==> config.mk <==
export PLATFORM = sky130hd
export DESIGN_NAME = cfgbank_top
export DESIGN_NICKNAME = d
export VERILOG_FILES = /design/src/rtl/cfgbank_pkg.sv /design/src/rtl/cfgbank_stage.sv /design/src/rtl/cfgbank_auxdec.sv /design/src/rtl/cfgbank_rdmux.sv /design/src/rtl/cfgbank_top.sv
export SDC_FILE = /design/constraint.sdc
export NUM_CORES = 1
export LEC_CHECK = 0
export BUFFER_PORTS_ARGS = -buffer_cell sky130_fd_sc_hd__buf_2
export CORE_MARGIN = 2
export CORE_UTILIZATION = 31
export DETAILED_ROUTE_END_ITERATION = 6
export GPL_TIMING_DRIVEN = 0
export HOLD_SLACK_MARGIN = 0.02
export SETUP_SLACK_MARGIN = 0.5
export SYNTH_ARGS = -nofsm -noshare
export SYNTH_HDL_FRONTEND = slang
export SYNTH_SLANG_ARGS = --single-unit
==> constraint.sdc <==
create_clock -name clk -period 2.95 [get_ports clk]
set_input_delay 0 -clock clk [delete_from_list [all_inputs] [get_ports clk]]
set_output_delay 0 -clock clk [all_outputs]
set_load 0.1 [all_outputs]
==> src/rtl/cfgbank_pkg.sv <==
package cfgbank_pkg;

  localparam int unsigned CB_DW     = 8;
  localparam int unsigned STAGE_CNT = 3;

  typedef logic [CB_DW-1:0] cb_byte_t;

  // writable bits per register
  localparam cb_byte_t MASK_LOCK  = 8'h03;
  localparam cb_byte_t MASK_ROUTE = 8'hB0;
  localparam cb_byte_t MASK_TUNE  = 8'h4F;
  localparam cb_byte_t MASK_GLB   = 8'h09;

  // field positions
  localparam int unsigned LOCK_POL_B = 0;
  localparam int unsigned LOCK_OD_B  = 1;
  localparam int unsigned EN1_B      = 7;
  localparam int unsigned SRC_LSB    = 4;
  localparam int unsigned EN3_B      = 6;
  localparam int unsigned FIELD_LSB  = 0;
  localparam int unsigned FIELD_W    = 4;
  localparam int unsigned FRZ_B      = 3;
  localparam int unsigned EN2_B      = 0;

  typedef enum logic [1:0] {
    SRC_NONE   = 2'b00,
    SRC_REFIN  = 2'b01,
    SRC_PLLOUT = 2'b10,
    SRC_LOCK   = 2'b11
  } aux_src_e;

  function automatic cb_byte_t stage_mask(input int unsigned idx);
    case (idx)
      0:       return MASK_LOCK;
      1:       return MASK_ROUTE;
      default: return MASK_TUNE;
    endcase
  endfunction

endpackage

==> src/rtl/cfgbank_stage.sv <==
module cfgbank_stage
  import cfgbank_pkg::*;
#(
  parameter cb_byte_t WMASK = 8'hFF
) (
  input  logic     clk,
  input  logic     rst_n,
  input  logic     wr_hit,
  input  cb_byte_t wdata,
  input  logic     frz,
  input  logic     rel,
  output cb_byte_t stg_q,
  output cb_byte_t act_q
);

  cb_byte_t stg_d, act_d;
  logic     stg_en, act_en;

  always_comb begin
    stg_en = wr_hit;
    act_en = rel | (wr_hit & ~frz);
    stg_d  = wdata & WMASK;
    if (rel) act_d = stg_q;
    else     act_d = wdata & WMASK;
  end

  always_ff @(posedge clk or negedge rst_n) begin
    if (!rst_n) begin
      stg_q <= '0;
      act_q <= '0;
    end else begin
      if (stg_en) stg_q <= stg_d;
      if (act_en) act_q <= act_d;
    end
  end

  p_hold_frozen_r3: assert property (@(posedge clk) disable iff (!rst_n)
    (frz && !rel) |=> $stable(act_q));

  p_commit_r4: assert property (@(posedge clk) disable iff (!rst_n)
    rel |=> (act_q == $past(stg_q)));

  p_track_r2: assert property (@(posedge clk) disable iff (!rst_n)
    (wr_hit && !frz) |=> (act_q == ($past(wdata) & WMASK)));

  p_mirror_r5: assert property (@(posedge clk) disable iff (!rst_n)
    !frz |-> (stg_q == act_q));

endmodule

==> src/rtl/cfgbank_auxdec.sv <==
module cfgbank_auxdec
  import cfgbank_pkg::*;
(
  input  aux_src_e   src,
  output logic [2:0] aux_sel,
  output logic       lock_mode
);

  always_comb begin
    aux_sel   = 3'b000;
    lock_mode = 1'b0;
    case (src)
      SRC_REFIN:  aux_sel = 3'b001;
      SRC_PLLOUT: aux_sel = 3'b010;
      SRC_LOCK: begin
        aux_sel   = 3'b100;
        lock_mode = 1'b1;
      end
      default:    aux_sel = 3'b000;
    endcase
  end

endmodule

==> src/rtl/cfgbank_rdmux.sv <==
module cfgbank_rdmux
  import cfgbank_pkg::*;
#(
  parameter int unsigned ADDR_W     = 8,
  parameter int unsigned STAGE_BASE = 2,
  parameter int unsigned GLB_ADDR   = 5
) (
  input  logic [ADDR_W-1:0]          addr,
  input  cb_byte_t [STAGE_CNT-1:0]   stg,
  input  cb_byte_t                   glb,
  output cb_byte_t                   data
);

  always_comb begin
    data = '0;
    for (int i = 0; i < STAGE_CNT; i++) begin
      if (addr == ADDR_W'(STAGE_BASE + i)) data = stg[i];
    end
    if (addr == ADDR_W'(GLB_ADDR)) data = glb;
  end

endmodule

==> src/rtl/cfgbank_top.sv <==
module cfgbank_top
  import cfgbank_pkg::*;
#(
  parameter int unsigned ADDR_W     = 8,
  parameter int unsigned STAGE_BASE = 2,
  parameter int unsigned GLB_ADDR   = 5
) (
  input  logic                clk,
  input  logic                rst_n,
  input  logic                wr_en,
  input  logic                rd_en,
  input  logic [ADDR_W-1:0]   addr,
  input  logic [CB_DW-1:0]    wdata,
  output logic [CB_DW-1:0]    rd_data,
  output logic [2:0]          aux_sel,
  output logic                lock_mode,
  output logic                lock_pol,
  output logic                lock_od,
  output logic [FIELD_W-1:0]  tune_field,
  output logic                ctrl_port_en
);

  localparam int unsigned IDX_LOCK  = 0;
  localparam int unsigned IDX_ROUTE = 1;
  localparam int unsigned IDX_TUNE  = 2;

  cb_byte_t [STAGE_CNT-1:0] stg, act;
  logic     [STAGE_CNT-1:0] stage_hit;
  cb_byte_t glb_q, glb_d, rd_d, rd_q;
  logic     glb_hit, glb_en, release_s, frz;

  // global register: never staged
  always_comb begin
    glb_hit   = wr_en && (addr == ADDR_W'(GLB_ADDR));
    glb_en    = glb_hit;
    glb_d     = wdata & MASK_GLB;
    frz       = glb_q[FRZ_B];
    release_s = glb_hit & frz & ~wdata[FRZ_B];
  end

  always_ff @(posedge clk or negedge rst_n) begin
    if (!rst_n)      glb_q <= '0;
    else if (glb_en) glb_q <= glb_d;
  end

  // staged configuration registers
  for (genvar g = 0; g < STAGE_CNT; g++) begin : g_stage
    assign stage_hit[g] = wr_en && (addr == ADDR_W'(STAGE_BASE + g));
    cfgbank_stage #(.WMASK(stage_mask(g))) u_stage (
      .clk    (clk),
      .rst_n  (rst_n),
      .wr_hit (stage_hit[g]),
      .wdata  (wdata),
      .frz    (frz),
      .rel    (release_s),
      .stg_q  (stg[g]),
      .act_q  (act[g])
    );
  end

  // read path
  cfgbank_rdmux #(
    .ADDR_W     (ADDR_W),
    .STAGE_BASE (STAGE_BASE),
    .GLB_ADDR   (GLB_ADDR)
  ) u_rdmux (
    .addr (addr),
    .stg  (stg),
    .glb  (glb_q),
    .data (rd_d)
  );

  always_ff @(posedge clk or negedge rst_n) begin
    if (!rst_n)     rd_q <= '0;
    else if (rd_en) rd_q <= rd_d;
  end

  assign rd_data = rd_q;

  // derived outputs from active copies
  cfgbank_auxdec u_auxdec (
    .src       (aux_src_e'(act[IDX_ROUTE][SRC_LSB +: 2])),
    .aux_sel   (aux_sel),
    .lock_mode (lock_mode)
  );

  assign lock_pol     = act[IDX_LOCK][LOCK_POL_B];
  assign lock_od      = act[IDX_LOCK][LOCK_OD_B];
  assign tune_field   = act[IDX_TUNE][FIELD_LSB +: FIELD_W];
  assign ctrl_port_en = act[IDX_ROUTE][EN1_B] & glb_q[EN2_B] & act[IDX_TUNE][EN3_B];

  // checks
  logic unmapped;
  always_comb begin
    unmapped = (addr != ADDR_W'(GLB_ADDR));
    for (int i = 0; i < STAGE_CNT; i++) begin
      if (addr == ADDR_W'(STAGE_BASE + i)) unmapped = 1'b0;
    end
  end

  p_enable_drop_r10: assert property (@(posedge clk) disable iff (!rst_n)
    (glb_hit && !wdata[EN2_B]) |=> !ctrl_port_en);

  p_aux_onehot_r8: assert property (@(posedge clk) disable iff (!rst_n)
    $onehot0(aux_sel));

  p_lockmode_r8: assert property (@(posedge clk) disable iff (!rst_n)
    lock_mode |-> (aux_sel == 3'b100));

  p_unmapped_rd_r7: assert property (@(posedge clk) disable iff (!rst_n)
    (rd_en && unmapped) |=> (rd_data == '0));

  p_freeze_imm_r6: assert property (@(posedge clk) disable iff (!rst_n)
    glb_hit |=> (glb_q[FRZ_B] == $past(wdata[FRZ_B])));

  p_frozen_outputs_r3: assert property (@(posedge clk) disable iff (!rst_n)
    (frz && !release_s) |=> ($stable(aux_sel) && $stable(tune_field) && $stable(lock_pol)));

endmodule

==> results.toml <==
[status]
status = "finished clean"

[flow_run]
maxCapViolCount = 0

[timing]
fin_crit_ns = 1.65
relSlewSlack_pct = 54.4
setup_viol = 0
drv_slew = 0
tns_ns = 0
skew_ns = 0.00783
rsz0062_at_grt = "no"
timing.fmax_mhz = 607
whs_ns = 0.0292
worstMarginPinSlew_ns = 0.684
hold_viol = 0
fin_ws_ns = 1.30
period_share_pct = 55.9

[layout]
finish.net_count = 189
layout_common_cells = "38 x buf_2, 32 x mux2_2, 30 x dfrtp_1"
final_common_cell = "buf_2"
finish.utilization_pct = 41.3
area_growth_pct = 29.3
diodes = 0
fillerInstances = 444
drive_gt1_share_pct = 52.4

[clock_tree]
path_clk_slew_ns = 0.07
cts_hold_buffers = 9
clk_latency_ns = 0.28
numCtsBuffers = 5
cts_max_path_buffers = 2
cts-root-buf = "clkbuf_8"
postCtsSetupRepairBufs = 0
cts.sink_count = 30
cts_resized = 0
h-tree-depth = 2
cts_tree = "yes"

[global_routing]
antenna_found_initial = 0
grt_max_degree = 31
grt_pass1_vias = 1134
grt_pass1_wl_mm = 5.48
grt.total_usage_pct = 13.8
gr-total-overflow = 0

[setup_path]
cp_max_fo = 4
end_kind = "flop"
worstSetupPathType = "reg -> reg"
r2r-start = "glb_q[3]$_DFFE_PN0P_"
worstPathArrival_ns = 1.81
required_ns = 3.11
start_kind = "flop"
crit_path_start = "glb_q[3]$_DFFE_PN0P_"

[power_and_ir_drop]
power.density_nw_per_um2 = 468
peakVddDrop_mv = 0.153
leakagePower_nw = 1.01

[synth]
synth_top_family_by_area = "multiplexers"
synth-edff-count = 0
ys_types = 29
ys_async_sr_fraction_pct = 100
yosys.area_share.simple_pct = 15.8
syn_area_um2 = 1500
synthCells = 115
ys.flop_type = "dfrtp_1"
synth_compound_area_share_pct = 6.69
synth_xor_area_share_pct = 0
ys_seq_elements = 30
synthAdderAreaFrac_pct = 0
syn_nets = 135
ys_seq_area_share_pct = 50.2
yosysWarnings = 0
synthMuxAreaShare_pct = 24.1
syn_avg_cell_area_um2 = 13.0

[placed_design]
gp_congestion = 0.809
io_buffers = 38
pre_cts_slack_ns = 1.23
dpl.hpwl_mm = 2.52

[min_path]
hold_class = "in -> reg"
hold_start = "wdata[0]"

[die]
placementRows = 25
num_io_pins = 39
dieHeight_um = 73.5
initial_core_util_pct = 31.9
dieArea_um2 = 5400
core_um2 = 4690
die_w_um = 73.5

[drt]
drc = 0
vias = 1105
routed_wl_mm = 3.41
wl_per_cell_um = 15.2
detail_route.first_pass.iterations = 5
vias_per_cell = 4.93
ant_nets = 0
detail_route.iter0.violations = 88
-- synthesized netlist by cell type, drive strengths merged, types with 3 or more instances --
cell     number  share of area (%)
mux2         32                 24
inv           3               0.75
nor2          3                1.3
o2bb2ai       3                1.8
nand3         4                1.7
a22o          3                1.8
buf           5                2.5
nor2b         5                2.1
dfrtp        30                 50
nand2         6                1.5
-- final timing paths --
kind | to | slack (ns) | depth (start not counted)
worst max-delay path | g_stage[1].u_stage.act_q[7]$_DFFE_PN0P_ | 1.30 | 4
worst min-delay path | glb_q[0]$_DFFE_PN0P_ | 0.03 | 2
worst max register to register | g_stage[1].u_stage.act_q[7]$_DFFE_PN0P_ | 1.30 | 4
worst min register to register | rd_data[2]$_DFFE_PN0P_ | 0.49 | 1
max in group asynchronous | g_stage[1].u_stage.act_q[5]$_DFFE_PN0P_ | 2.21 | 2
min in group asynchronous | g_stage[2].u_stage.act_q[0]$_DFFE_PN0P_ | 0.29 | 2
-- layer usage --
layer	vias up	share of wire, %	GRT usage [%]	routed length (um)
met5	-	0	0	0
met4	0	3.1	8.08	106
met3	9	5.0	3.70	171
met2	35	49	22.1	1660
met1	536	43	16.5	1480
li1	525	-	-	-
-- cell families (layout without fill, tap and decap cells) --
kind of cell / count (synthesis) / count (layout)
AOI/OAI and AO/OA: 12 / 12
buffers and inverters: 8 / 63
DFF: 30 / 30
muxes: 32 / 32
and+or+nand+nor: 33 / 33
-- report_power, final --
group / leakage (nW) / internal [mW] / switching [mW] / total (mW)
registers: 0.415 / 0.426 / 0.0101 / 0.436
logic: 0.545 / 0.0468 / 0.0809 / 0.128
clock network: 0.0482 / 0.188 / 0.155 / 0.343
total: 1.01 / 0.661 / 0.246 / 0.907
-- sequential cells by signal, summed over array words and instances (netlist names) --
signal,count
g_stage.u_stage.stg_q,10
g_stage.u_stage.act_q,10
rd_data,8
glb_q,2
-- per-stage QoR --
stage / std cells / cell area (um^2) / total power [mW]
global route: 224 / 1940 / 0.943
global placement: 207 / 1750 / 0.559
floorplan: 115 / 1500 / 0.518
detailed placement: 207 / 1750 / 0.563
finish: 224 / 1940 / 0.907
CTS: 224 / 1940 / 0.917
-- worst max-delay path, cell delays in order (launching register included) --
cell and delay (ns):
dfrtp_1 0.40, nor2b_1 0.21, and4_1 0.31, mux2_2 0.35, mux2_2 0.25
-- area by class of cell --
cell class / instances / area [um^2] / area share, %
multi-input cells: 77 / 697 / 36.0
flip-flops and latches: 30 / 751 / 38.8
repair buffers: 47 / 280 / 14.5
plain buffers: 5 / 37.5 / 1.94
well taps: 54 / 67.6 / 3.49
inverters: 3 / 11.3 / 0.582
clock inverters: 1 / 5.00 / 0.259
clock buffers: 7 / 86.3 / 4.46
No activity file was read; power rests on OpenSTA's default activity.
